$ cat config.mk
export PLATFORM = sky130hd
export DESIGN_NAME = crtc_timing
export DESIGN_NICKNAME = d
export VERILOG_FILES = /design/src/rtl/crtc_pkg.sv /design/src/rtl/crtc_regs.sv /design/src/rtl/crtc_hctr.sv /design/src/rtl/crtc_vctr.sv /design/src/rtl/crtc_timing.sv
export SDC_FILE = /design/constraint.sdc
export NUM_CORES = 1
export LEC_CHECK = 0
export BUFFER_PORTS_ARGS = -buffer_cell sky130_fd_sc_hd__buf_2
export CAP_MARGIN = 20
export CORE_MARGIN = 2
export CORE_UTILIZATION = 56
export DETAILED_ROUTE_END_ITERATION = 8
export GPL_ROUTABILITY_DRIVEN = 0
export PLACE_DENSITY = 0.77
export SYNTH_ARGS = -nofsm -noshare
export SYNTH_HDL_FRONTEND = slang
export SYNTH_HIERARCHICAL = 1
export SYNTH_SLANG_ARGS = --single-unit
$ cat constraint.sdc
create_clock -name clk -period 2.7 [get_ports clk]
set_input_delay 0.54 -clock clk [delete_from_list [all_inputs] [get_ports clk]]
set_output_delay 0.54 -clock clk [all_outputs]
set_load 0.01 [all_outputs]
$ cat src/rtl/crtc_pkg.sv
package crtc_pkg;
   localparam logic [3:0] SEL_LTOT   = 4'd0;
   localparam logic [3:0] SEL_LSHOW  = 4'd1;
   localparam logic [3:0] SEL_HSAT   = 4'd2;
   localparam logic [3:0] SEL_HSWID  = 4'd3;
   localparam logic [3:0] SEL_RTOT   = 4'd4;
   localparam logic [3:0] SEL_ADJ    = 4'd5;
   localparam logic [3:0] SEL_RSHOW  = 4'd6;
   localparam logic [3:0] SEL_VSROW  = 4'd7;
   localparam logic [3:0] SEL_CHT    = 4'd8;
   localparam logic [3:0] SEL_BASEHI = 4'd9;
   localparam logic [3:0] SEL_BASELO = 4'd10;
endpackage

$ cat src/rtl/crtc_regs.sv
module crtc_regs
   import crtc_pkg::*;
#(
   parameter int HCW  = 8,
   parameter int RCW  = 7,
   parameter int SCW  = 5,
   parameter int MAW  = 14,
   parameter int HSWW = 4
) (
   input  logic            clk,
   input  logic            rst,
   input  logic            wr_en,
   input  logic [3:0]      wr_sel,
   input  logic [7:0]      wr_data,
   output logic [HCW-1:0]  ltot,
   output logic [HCW-1:0]  lshow,
   output logic [HCW-1:0]  hs_at,
   output logic [HSWW-1:0] hs_wid,
   output logic [RCW-1:0]  rtot,
   output logic [RCW-1:0]  rshow,
   output logic [RCW-1:0]  vs_row,
   output logic [SCW-1:0]  adj,
   output logic [SCW-1:0]  cht,
   output logic [MAW-1:0]  base
);
   localparam int HIW = MAW - 8;

   logic [HIW-1:0] base_hi;
   logic [7:0]     base_lo;

   always_ff @(posedge clk) begin
      if (rst) begin
         ltot    <= '0;
         lshow   <= '0;
         hs_at   <= '0;
         hs_wid  <= '0;
         rtot    <= '0;
         rshow   <= '0;
         vs_row  <= '0;
         adj     <= '0;
         cht     <= '0;
         base_hi <= '0;
         base_lo <= '0;
      end else if (wr_en) begin
         case (wr_sel)
            SEL_LTOT:   ltot    <= wr_data[HCW-1:0];
            SEL_LSHOW:  lshow   <= wr_data[HCW-1:0];
            SEL_HSAT:   hs_at   <= wr_data[HCW-1:0];
            SEL_HSWID:  hs_wid  <= wr_data[HSWW-1:0];
            SEL_RTOT:   rtot    <= wr_data[RCW-1:0];
            SEL_ADJ:    adj     <= wr_data[SCW-1:0];
            SEL_RSHOW:  rshow   <= wr_data[RCW-1:0];
            SEL_VSROW:  vs_row  <= wr_data[RCW-1:0];
            SEL_CHT:    cht     <= wr_data[SCW-1:0];
            SEL_BASEHI: base_hi <= wr_data[HIW-1:0];
            SEL_BASELO: base_lo <= wr_data;
            default: ;
         endcase
      end
   end

   assign base = {base_hi, base_lo};
endmodule

$ cat src/rtl/crtc_hctr.sv
module crtc_hctr #(
   parameter int HCW  = 8,
   parameter int HSWW = 4
) (
   input  logic            clk,
   input  logic            rst,
   input  logic [HCW-1:0]  ltot,
   input  logic [HCW-1:0]  lshow,
   input  logic [HCW-1:0]  hs_at,
   input  logic [HSWW-1:0] hs_wid,
   output logic [HCW-1:0]  hcnt,
   output logic            line_end,
   output logic            hde,
   output logic            hsync
);
   logic [HCW:0] hoff;

   assign line_end = (hcnt >= ltot);
   assign hde      = (hcnt < lshow);
   assign hoff     = {1'b0, hcnt} - {1'b0, hs_at};
   assign hsync    = (hcnt >= hs_at) && (hoff < (HCW+1)'(hs_wid));

   always_ff @(posedge clk) begin
      if (rst)           hcnt <= '0;
      else if (line_end) hcnt <= '0;
      else               hcnt <= hcnt + 1'b1;
   end

   a_r1_line_restart: assert property (@(posedge clk) disable iff (rst)
      line_end |=> (hcnt == '0));
   a_r6_zero_width: assert property (@(posedge clk) disable iff (rst)
      (hs_wid == '0) |-> !hsync);
endmodule

$ cat src/rtl/crtc_vctr.sv
module crtc_vctr #(
   parameter int HCW      = 8,
   parameter int RCW      = 7,
   parameter int SCW      = 5,
   parameter int MAW      = 14,
   parameter int VS_LINES = 16
) (
   input  logic           clk,
   input  logic           rst,
   input  logic           line_end,
   input  logic [HCW-1:0] lshow,
   input  logic [RCW-1:0] rtot_p,
   input  logic [RCW-1:0] rshow_p,
   input  logic [RCW-1:0] vs_row_p,
   input  logic [SCW-1:0] adj_p,
   input  logic [SCW-1:0] cht_p,
   input  logic [MAW-1:0] base_p,
   output logic           vde,
   output logic           vs_on,
   output logic [MAW-1:0] row_base,
   output logic [SCW-1:0] ra
);
   localparam int VSW = $clog2(VS_LINES + 1);

   logic [RCW-1:0] rtot_a, rshow_a, vs_row_a, row;
   logic [SCW-1:0] adj_a, cht_a, sl, adj_cnt;
   logic           in_adj;
   logic [VSW-1:0] vs_cnt;
   logic           row_end, last_row, wrap, to_adj, row_step, vs_start;

   assign row_end  = line_end && !in_adj && (sl == cht_a);
   assign last_row = (row == rtot_a);
   assign wrap     = (line_end && in_adj && (adj_cnt == SCW'(adj_a - 1'b1)))
                   || (row_end && last_row && (adj_a == '0));
   assign to_adj   = row_end && last_row && (adj_a != '0);
   assign row_step = row_end && !last_row;
   assign vs_start = (row_step && (RCW'(row + 1'b1) == vs_row_a))
                   || (wrap && (vs_row_p == '0));

   always_ff @(posedge clk) begin
      if (rst) begin
         row <= '0; sl <= '0; adj_cnt <= '0; in_adj <= 1'b0;
         rtot_a <= '0; rshow_a <= '0; vs_row_a <= '0; adj_a <= '0; cht_a <= '0;
         row_base <= '0;
      end else if (wrap) begin
         row <= '0; sl <= '0; adj_cnt <= '0; in_adj <= 1'b0;
         rtot_a   <= rtot_p;
         rshow_a  <= rshow_p;
         vs_row_a <= vs_row_p;
         adj_a    <= adj_p;
         cht_a    <= cht_p;
         row_base <= base_p;
      end else if (to_adj) begin
         in_adj   <= 1'b1;
         adj_cnt  <= '0;
         sl       <= '0;
         row_base <= row_base + MAW'(lshow);
      end else if (row_step) begin
         row      <= row + 1'b1;
         sl       <= '0;
         row_base <= row_base + MAW'(lshow);
      end else if (line_end) begin
         if (in_adj) adj_cnt <= adj_cnt + 1'b1;
         else        sl      <= sl + 1'b1;
      end
   end

   always_ff @(posedge clk) begin
      if (rst)                            vs_cnt <= '0;
      else if (vs_start)                  vs_cnt <= VSW'(VS_LINES);
      else if (line_end && vs_cnt != '0)  vs_cnt <= vs_cnt - 1'b1;
   end

   assign vde   = !in_adj && (row < rshow_a);
   assign vs_on = (vs_cnt != '0);
   assign ra    = in_adj ? adj_cnt : sl;

   a_r2_row_bound: assert property (@(posedge clk) disable iff (rst)
      !in_adj |-> (row <= rtot_a));
   a_r3_adj_bound: assert property (@(posedge clk) disable iff (rst)
      in_adj |-> (adj_cnt < adj_a));
   a_r4_scan_bound: assert property (@(posedge clk) disable iff (rst)
      sl <= cht_a);
   a_r7_sync_len: assert property (@(posedge clk) disable iff (rst)
      vs_cnt <= VSW'(VS_LINES));
   a_r8_hold_frame: assert property (@(posedge clk) disable iff (rst)
      !wrap |=> ($stable(rtot_a) && $stable(vs_row_a) && $stable(cht_a) && $stable(adj_a)));
   a_r9_base_load: assert property (@(posedge clk) disable iff (rst)
      wrap |=> (row_base == $past(base_p)));
endmodule

$ cat src/rtl/crtc_timing.sv
module crtc_timing #(
   parameter int HCW        = 8,
   parameter int RCW        = 7,
   parameter int SCW        = 5,
   parameter int MAW        = 14,
   parameter int HSWW       = 4,
   parameter int VS_LINES   = 16,
   parameter bit VS_POS_POL = 1'b1
) (
   input  logic           clk,
   input  logic           rst,
   input  logic           wr_en,
   input  logic [3:0]     wr_sel,
   input  logic [7:0]     wr_data,
   output logic           hsync,
   output logic           vsync,
   output logic           de,
   output logic [MAW-1:0] ma,
   output logic [SCW-1:0] ra,
   output logic [1:0]     stat
);
   if (HCW < 4 || HCW > 8) begin : g_bad_hcw
      $error("HCW must lie in 4..8");
   end
   if (RCW < 2 || RCW > 8) begin : g_bad_rcw
      $error("RCW must lie in 2..8");
   end
   if (SCW < 1 || SCW > 8) begin : g_bad_scw
      $error("SCW must lie in 1..8");
   end
   if (MAW < 9 || MAW > 16) begin : g_bad_maw
      $error("MAW must lie in 9..16");
   end
   if (HSWW < 1 || HSWW > 8) begin : g_bad_hsww
      $error("HSWW must lie in 1..8");
   end
   if (VS_LINES < 1) begin : g_bad_vsl
      $error("VS_LINES must be positive");
   end

   logic [HCW-1:0]  ltot, lshow, hs_at, hcnt;
   logic [HSWW-1:0] hs_wid;
   logic [RCW-1:0]  rtot, rshow, vs_row;
   logic [SCW-1:0]  adj, cht;
   logic [MAW-1:0]  base, row_base;
   logic            line_end, hde, vde, vs_on;

   crtc_regs #(.HCW(HCW), .RCW(RCW), .SCW(SCW), .MAW(MAW), .HSWW(HSWW)) u_regs (
      .clk(clk), .rst(rst), .wr_en(wr_en), .wr_sel(wr_sel), .wr_data(wr_data),
      .ltot(ltot), .lshow(lshow), .hs_at(hs_at), .hs_wid(hs_wid),
      .rtot(rtot), .rshow(rshow), .vs_row(vs_row), .adj(adj), .cht(cht), .base(base)
   );

   crtc_hctr #(.HCW(HCW), .HSWW(HSWW)) u_hctr (
      .clk(clk), .rst(rst), .ltot(ltot), .lshow(lshow), .hs_at(hs_at), .hs_wid(hs_wid),
      .hcnt(hcnt), .line_end(line_end), .hde(hde), .hsync(hsync)
   );

   crtc_vctr #(.HCW(HCW), .RCW(RCW), .SCW(SCW), .MAW(MAW), .VS_LINES(VS_LINES)) u_vctr (
      .clk(clk), .rst(rst), .line_end(line_end), .lshow(lshow),
      .rtot_p(rtot), .rshow_p(rshow), .vs_row_p(vs_row), .adj_p(adj), .cht_p(cht),
      .base_p(base), .vde(vde), .vs_on(vs_on), .row_base(row_base), .ra(ra)
   );

   assign de   = hde && vde;
   assign ma   = row_base + MAW'(hcnt);
   assign stat = {vs_on, de};

   if (VS_POS_POL) begin : g_vs_high
      assign vsync = vs_on;
   end else begin : g_vs_low
      assign vsync = ~vs_on;
   end

   a_r5_de_needs_row: assert property (@(posedge clk) disable iff (rst)
      de |-> (ra <= SCW'({SCW{1'b1}})) && vde);
   a_r10_stat_vs: assert property (@(posedge clk) disable iff (rst)
      $rose(stat[1]) |-> (ma == row_base));
endmodule

==> results of run 1 <==
==> Yosys cell counts (all sizes together), types with 4 or more instances <==
library cell	instances
nor4	10
o22ai	6
o2111ai	4
and2	8
o21a	5
or3	4
nand3	21
a211oi	16
clkbuf	18
nand2	41
mux2i	107
buf	23
inv	46
o21ai	24
nor2	73
and3	5
nand2b	87
xnor2	39
a21boi	4
nor3	22
a21o	12
a21oi	21
nor4b	4
mux2	5
o211ai	10
dfxtp	149
nor3b	4
xor2	30
ha	55
nand4	6
==> layout make-up <==
type                    instances  area [sq um]
flip-flops and latches        149          3010
well taps                     184           230
repair buffers                108           910
clock buffers                  20           467
inverters                      47           179
diodes                          1          2.50
clock inverters                12           161
fillers                       970          3970
multi-input cells             666          5660
==> state kept, by name (all words and copies together) (netlist names), 7 cells and up <==
register and flops:
u_regs/base_lo 8, u_regs/ltot 8, u_vctr/rshow_a 7, u_vctr/row 7
u_hctr/hcnt 8, u_regs/vs_row 7, u_regs/rtot 7, u_vctr/row_base 14
u_vctr/rtot_a 7, u_regs/hs_at 8, u_regs/rshow 7, u_regs/lshow 8
u_vctr/vs_row_a 7
==> through the flow <==
step	total power [mW]	setup TNS [ps]	hold WS (ps)	cell area (sq um)	utilization, %
global placement	4.38	0	461	8910	61.1
detailed placement	4.42	-4260	467	8910	61.1
finish	8.12	-11800	475	10600	72.8
floorplan	3.97	0	447	8450	-
global route	8.42	-17300	492	10600	72.8
CTS	7.80	-5430	476	10200	70.1
==> how the worst min path moves through the flow <==
stage               slack (ps)  depth (start not counted)                      startpoint                              to
floorplan                  450                          1       u_hctr/hcnt[0]$_SDFF_PP0_       u_hctr/hcnt[0]$_SDFF_PP0_
global placement           460                          2  u_regs/base_lo[5]$_SDFFE_PP0P_  u_regs/base_lo[5]$_SDFFE_PP0P_
detailed placement         470                          2    u_regs/rshow[2]$_SDFFE_PP0P_    u_regs/rshow[2]$_SDFFE_PP0P_
CTS                        480                          2    u_regs/rshow[4]$_SDFFE_PP0P_    u_regs/rshow[4]$_SDFFE_PP0P_
global route               490                          2   u_regs/hs_wid[1]$_SDFFE_PP0P_   u_regs/hs_wid[1]$_SDFFE_PP0P_
finish                     480                          2    u_regs/rshow[4]$_SDFFE_PP0P_    u_regs/rshow[4]$_SDFFE_PP0P_
==> layout by cell type, fill, tap and decap left out, types with 7 or more instances in the layout <==
master	Yosys	final
nor2_2	0	8
a21o_1	12	12
xor2_1	30	30
dfxtp_1	149	138
nand2b_1	87	85
nor3_1	22	19
ha_4	0	12
nand3_1	20	18
nand2_2	7	9
o21ai_0	21	15
nand2_1	34	30
buf_6	4	23
a211oi_2	2	7
clkbuf_16	0	17
mux2i_1	107	105
xnor2_1	39	37
o211ai_1	10	10
inv_1	45	42
ha_1	55	43
a21oi_1	21	17
buf_4	6	41
buf_2	11	35
nor2_1	73	62
==> per-layer routing <==
layer	up-vias	GRT usage, %	wire [um]
met4	0	8.86	401
met1	3433	36.2	10000
met2	177	45.0	10800
met5	-	0	0
met3	29	4.51	932
li1	3335	-	-
==> cell families (layout without fill, tap and decap cells) <==
group,count (synthesis),count (layout),share of synthesized area [%]
fa+ha+maj,58,58,8.91
compound gates,129,129,10.9
flops,149,149,35.5
simple gates,298,298,19.4
other cells,0,1,0
xor+xnor,69,69,7.19
buf+inv,88,187,4.74
mux,112,112,13.4
==> worst min-delay path, delay by kind of cell, from the launching register on <==
family	cells	cell delay [ps]
flip-flops	1	310
multiplexers	1	60
AND/OR/NAND/NOR	1	60
==> timing repair <==
action | CTS | global route
pin swaps | 50 | 49
gates resized for setup | 104 | 70
setup buffers | 19 | 21
cloned | 2 | 0
setup endpoints to repair | 70 | 78
==> power by group through the flow <==
stage	combinational [mW]	sequential (mW)	clock (mW)
after CTS	2.81	2.45	2.54
final	3.14	2.45	2.53
after global placement	1.91	2.47	0
after global routing	3.31	2.47	2.63
after detailed placement	1.94	2.48	0
after floorplan	1.53	2.43	0
==> results.cfg, run 1 <==
[clocking]
postCtsHoldBufs = 0
clk_path_buf_depth = 2
htreeDepth = 4
ctsRootBufferMaster = clkbuf_16
tritoncts = yes
clkTransAtPathRegs_ps = 60
cts.sinks = 149
cts_inserted_buffers = 17
clk_latency_ps = 430

[floorplanning]
ios = 39
core_area_sq_um = 14600
rows = 44
die_area_sq_um = 16000
die_w_um = 126
die_h_um = 126
start_util_pct = 57.6

[worst_setup_path]
worst-path-stages = 11
worstSetupStartpointType = flip-flop
path_buf_inv = 3
critPathMaxStageDelay_ps = 440
path_max_fanout = 2
worst_setup_path_end_kind = primary output
endpoint = hsync
reg2reg_to = u_vctr/vs_row_a[2]$_SDFFE_PP0P_
rrSetupSlack_ps = -300
crit_start = u_hctr/hcnt[0]$_SDFF_PP0_
path_delay_family = adder cells
worstSetupPathType = flip-flop to primary output
path_cells = inv_4 -> ha_4 -> inv_2 -> fa_1 -> ha_1 -> a21boi_1 -> o21a_1 -> o21ai_2 -> o2111ai_2 -> nor3b_2 -> buf_2
r2r-start = u_hctr/hcnt[0]$_SDFF_PP0_
crit_arrival_ps = 2570
crit_slowest_cell = fa_1
ff2ff_path_depth = 16
worstPathRequired_ps = 2160

[logic_synthesis]
synth_top_cell_area_share_pct = 35.5
synth-edff-count = 0
synth_ff_type = dfxtp_1
ys_types = 77
syn-num-nets = 976
ys_top_cells_by_area = dfxtp_1 (36%), mux2i_1 (13%), ha_1 (8.2%), nand2b_1 (6.5%), xnor2_1 (4.1%)
async_flop_share_pct = 0
yosysWarnings = 6
netlist_area_sq_um = 8400
synth_cells = 903
synth.largest_area_cell = dfxtp_1
ys_ff_latch = 149
synth.avg_cell_area_sq_um = 9.30
synth-seq-area-share_pct = 35.5

[power_and_ir_drop]
p_sw_share_pct = 32.6
vdd_ir_drop_max_uv = 496
p_int_mw = 5.48
p_per_area_nw_per_um2 = 765
combPwrFrac_pct = 38.6
p_sw_mw = 2.65
p_seq_share_pct = 30.2
clkPwrFrac_pct = 31.2
leakagePower_nw = 4.60

[global_route]
grt_use_total_pct = 27.1
overflow = 0
grt_pass1_vias = 6833
grt_pass1_wl_mm = 34.7
grt_max_degree = 60
antenna_found_initial = 0

[sta]
worst_pin_slew_ps = 742
hold_viol_final = 0
slew_viol_final = 0
timing.fmax_ghz = 0.322
timing.final.crit_period_ps = 3110
final-setup-viol-count = 68
final.period_utilization_pct = 115
rsz0062_at_grt = yes
relSlewSlack_pct = 50.6
skew_ps = 11.3
fin_ws_ps = -407

[route]
post-route-drc-count = 0
final_antenna_net_count = 0
num_vias = 6974
wl_mm = 22.1
firstDrtPassIters = 5
drt_iter0_drc = 441
wl_per_cell_um = 18.6
via_per_inst = 5.88

[finish]
drive_above_1_share_pct = 26.2
stdcell_count = 1187
layout.nets = 1062
syn_to_final_growth_pct = 26.5

[status]
outcome = complete, but fails checks
failed_checks = setup timing

[placed_design]
placedCellCount = 1121
port_buffers = 38
place_ws_ps = -186
hpwl_mm = 13.9

[flow_run]
drv_cap = 0

[min_path]
hold_path_class = flip-flop to flip-flop
Power figures use the tool's default switching activity.
==> inputs of run 2 (changes only) <==
--- a/config.mk
+++ b/config.mk
@@ -5,13 +5,14 @@
 export SDC_FILE = /design/constraint.sdc
 export NUM_CORES = 1
 export LEC_CHECK = 0
+export ABC_AREA = 1
 export BUFFER_PORTS_ARGS = -buffer_cell sky130_fd_sc_hd__buf_2
 export CAP_MARGIN = 20
 export CORE_MARGIN = 2
-export CORE_UTILIZATION = 56
+export CORE_UTILIZATION = 57
 export DETAILED_ROUTE_END_ITERATION = 8
 export GPL_ROUTABILITY_DRIVEN = 0
-export PLACE_DENSITY = 0.77
+export PLACE_DENSITY = 0.78
 export SYNTH_ARGS = -nofsm -noshare
 export SYNTH_HDL_FRONTEND = slang
 export SYNTH_HIERARCHICAL = 1
==> run 2 against run 1 <==
The flow still finishes with violations (setup timing). Setup slack better by 280 ps. Clock-buffer cell count increased by 1. Clock skew shrank 2.5 ps. Via count grew 27%. Sequential power grew 13%. Combinational power rose by 7.6%. Critical path depth did not move. Core utilization down 5.3 points. Wire length increased by 5.6%. Non-clock buffer count fell by 24.
==> results.cfg, run 2 <==
[status]
outcome = complete, but fails checks
failed_checks = setup timing

[logic_synthesis]
syn-num-nets = 1469
synth_mux_area_share_pct = 0
synth-xor-area-share_pct = 3.87
yosysWarnings = 6
synth_cells = 1396
synth_compound_gate_area_share_pct = 6.92
synth_top_cell_area_share_pct = 32.9
async_flop_share_pct = 0
synth_top_family_by_area = simple AND/OR/NAND/NOR gates
synth.avg_cell_area_sq_um = 6.49
ys_top_cells_by_area = dfxtp_1 (33%), nand2_1 (15%), nor2_1 (9.3%), inv_1 (8.4%), ha_1 (7.6%)
yosysMostFrequentCell = nand2_1
synth.largest_area_cell = dfxtp_1
yosys.area_share.simple_pct = 36.7
synth_common_cells = nand2_1 (353), nor2_1 (225), inv_1 (202)
ys_ff_latch = 149
synth-seq-area-share_pct = 32.9
synth_adder_area_share_pct = 8.26
ys_types = 41
synth-edff-count = 0
netlist_area_sq_um = 9060
synth_ff_type = dfxtp_1

[finish]
num_antenna_cells = 0
layout.nets = 1529
fill_cells = 1366
syn_to_final_growth_pct = 17.1
multi_input_comb_area_sq_um = 5260
final_cell_mix = nand2_1 (350), nor2_1 (224), inv_1 (199)
post-route-cell-area_sq_um = 10600
drive_above_1_share_pct = 13.1
largest_reg_flops = 14
final_common_cell = nand2_1
ff_latch_area_sq_um = 3000
top_register = u_vctr/row_base
stdcell_count = 1682

[power_and_ir_drop]
p_sw_share_pct = 37.2
p_sw_mw = 3.22
leakagePower_nw = 5.03
p_seq_share_pct = 31.9
clkPwrFrac_pct = 29.1
vdd_ir_drop_max_uv = 588
p_per_area_nw_per_um2 = 818
p_int_mw = 5.45
combPwrFrac_pct = 38.9

[worst_setup_path]
path_max_fanout = 3
worstSetupStartpointType = flip-flop
worst_setup_path_end_kind = primary output
worstSetupPathType = flip-flop to primary output
worstPathRequired_ps = 2160
crit_arrival_ps = 2290

[global_route]
grt_use_total_pct = 27.3
overflow = 0
grt_pass1_vias = 7821
grt_pass1_wl_mm = 36.7
grt_max_degree = 32
antenna_found_initial = 0

[clocking]
clkTransAtPathRegs_ps = 60
tritoncts = yes
clk_latency_ps = 430
cts_inserted_buffers = 17
postCtsHoldBufs = 0
clk_path_buf_depth = 2
ctsRootBufferMaster = clkbuf_16
cts.sinks = 149
htreeDepth = 4

[floorplanning]
ios = 39
core_area_sq_um = 15700
die_w_um = 130
die_h_um = 130
rows = 46
start_util_pct = 57.7
die_area_sq_um = 16900

[sta]
timing.final.crit_period_ps = 2830
final.period_utilization_pct = 105
fin_ws_ps = -129
timing.fmax_ghz = 0.353
rsz0062_at_grt = yes
relSlewSlack_pct = 49.6
whs_ps = 465
worst_pin_slew_ps = 756
skew_ps = 8.82
slew_viol_final = 0
final-setup-viol-count = 3
hold_viol_final = 0

[placed_design]
placedCellCount = 1640
hpwl_mm = 16.1
port_buffers = 38
place_area_sq_um = 9590

[route]
wl_per_cell_um = 13.9
drt_iter0_drc = 741
wl_mm = 23.4
via_per_inst = 5.25
post-route-drc-count = 0
num_vias = 8826
firstDrtPassIters = 7
final_antenna_net_count = 0

[flow_run]
drv_cap = 0

[min_path]
hold_path_class = flip-flop to flip-flop
run 2: metal layers:
layer | global-route usage, % | vias up | wire length (um)
li1 | - | 4492 | -
met1 | 35.8 | 4062 | 10500
met2 | 46.3 | 237 | 11200
met3 | 5.21 | 35 | 1230
met4 | 7.27 | 0 | 391
met5 | 0 | - | 0
run 2: final timing paths:
path	from	endpoint	slack, ps	cells past startpoint
min reg2reg	u_vctr/rshow_a[6]$_SDFFE_PP0P_	u_vctr/rshow_a[6]$_SDFFE_PP0P_	470	2
min	u_vctr/rshow_a[6]$_SDFFE_PP0P_	u_vctr/rshow_a[6]$_SDFFE_PP0P_	470	2
max reg2reg	u_regs/ltot[7]$_SDFFE_PP0P_	u_vctr/row_base[6]$_SDFFE_PP0P_	40	19
max	u_hctr/hcnt[0]$_SDFF_PP0_	hsync	-130	11
run 2: cell families (layout without fill, tap and decap cells):
group / count (synthesis) / after routing
AO/OA/AOI/OAI: 119 / 119
XOR/XNOR: 40 / 40
adder cells (fa/ha/maj): 58 / 58
buffers and inverters: 255 / 325
flip-flops: 149 / 149
AND/OR/NAND/NOR: 775 / 775
run 2: repair_timing:
item	CTS	global route
gates resized for setup	26	43
gates cloned	0	4
setup buffers	2	7
setup endpoints to repair	13	72
pin swaps	9	20
hold endpoints to repair	0	0
run 2: metrics by stage:
step | setup WS, ps | setup TNS [ps] | util, % | power [mW]
3_3_place_gp | 92.2 | 0 | 61.0 | 5.65
6_report | -129 | -149 | 67.5 | 8.67
2_1_floorplan | 236 | 0 | - | 4.91
3_5_place_dp | 13.1 | 0 | 61.0 | 5.70
5_1_grt | -250 | -3200 | 67.5 | 9.19
4_1_cts | -158 | -174 | 65.7 | 8.27
run 2: cell type report:
type,instances,share of cell area [%]
Inverter,211,7.61
Tap cell,216,2.55
Timing Repair Buffer,84,6.03
Clock inverter,8,1.42
Timing Repair inverter,1,0.0826
Sequential cell,149,28.2
Clock buffer,21,4.44
Multi-Input combinational cell,992,49.6
run 2: power by group through the flow:
stage	Combinational [mW]	Clock [mW]	Sequential [mW]
after floorplan	2.21	0	2.70
after global placement	2.85	0	2.79
after global routing	3.75	2.63	2.80
after detailed placement	2.91	0	2.80
after CTS	2.97	2.55	2.76
final	3.38	2.53	2.77
run 2: worst max-delay path, stage by stage, from the launching register on:
cell,delay [ps]
dfxtp_2,320
inv_2,80
ha_4,130
inv_2,40
fa_2,540
ha_4,200
a21oi_2,110
nor2_1,50
o21ai_1,110
nand3_1,80
nor2_1,70
buf_2,130
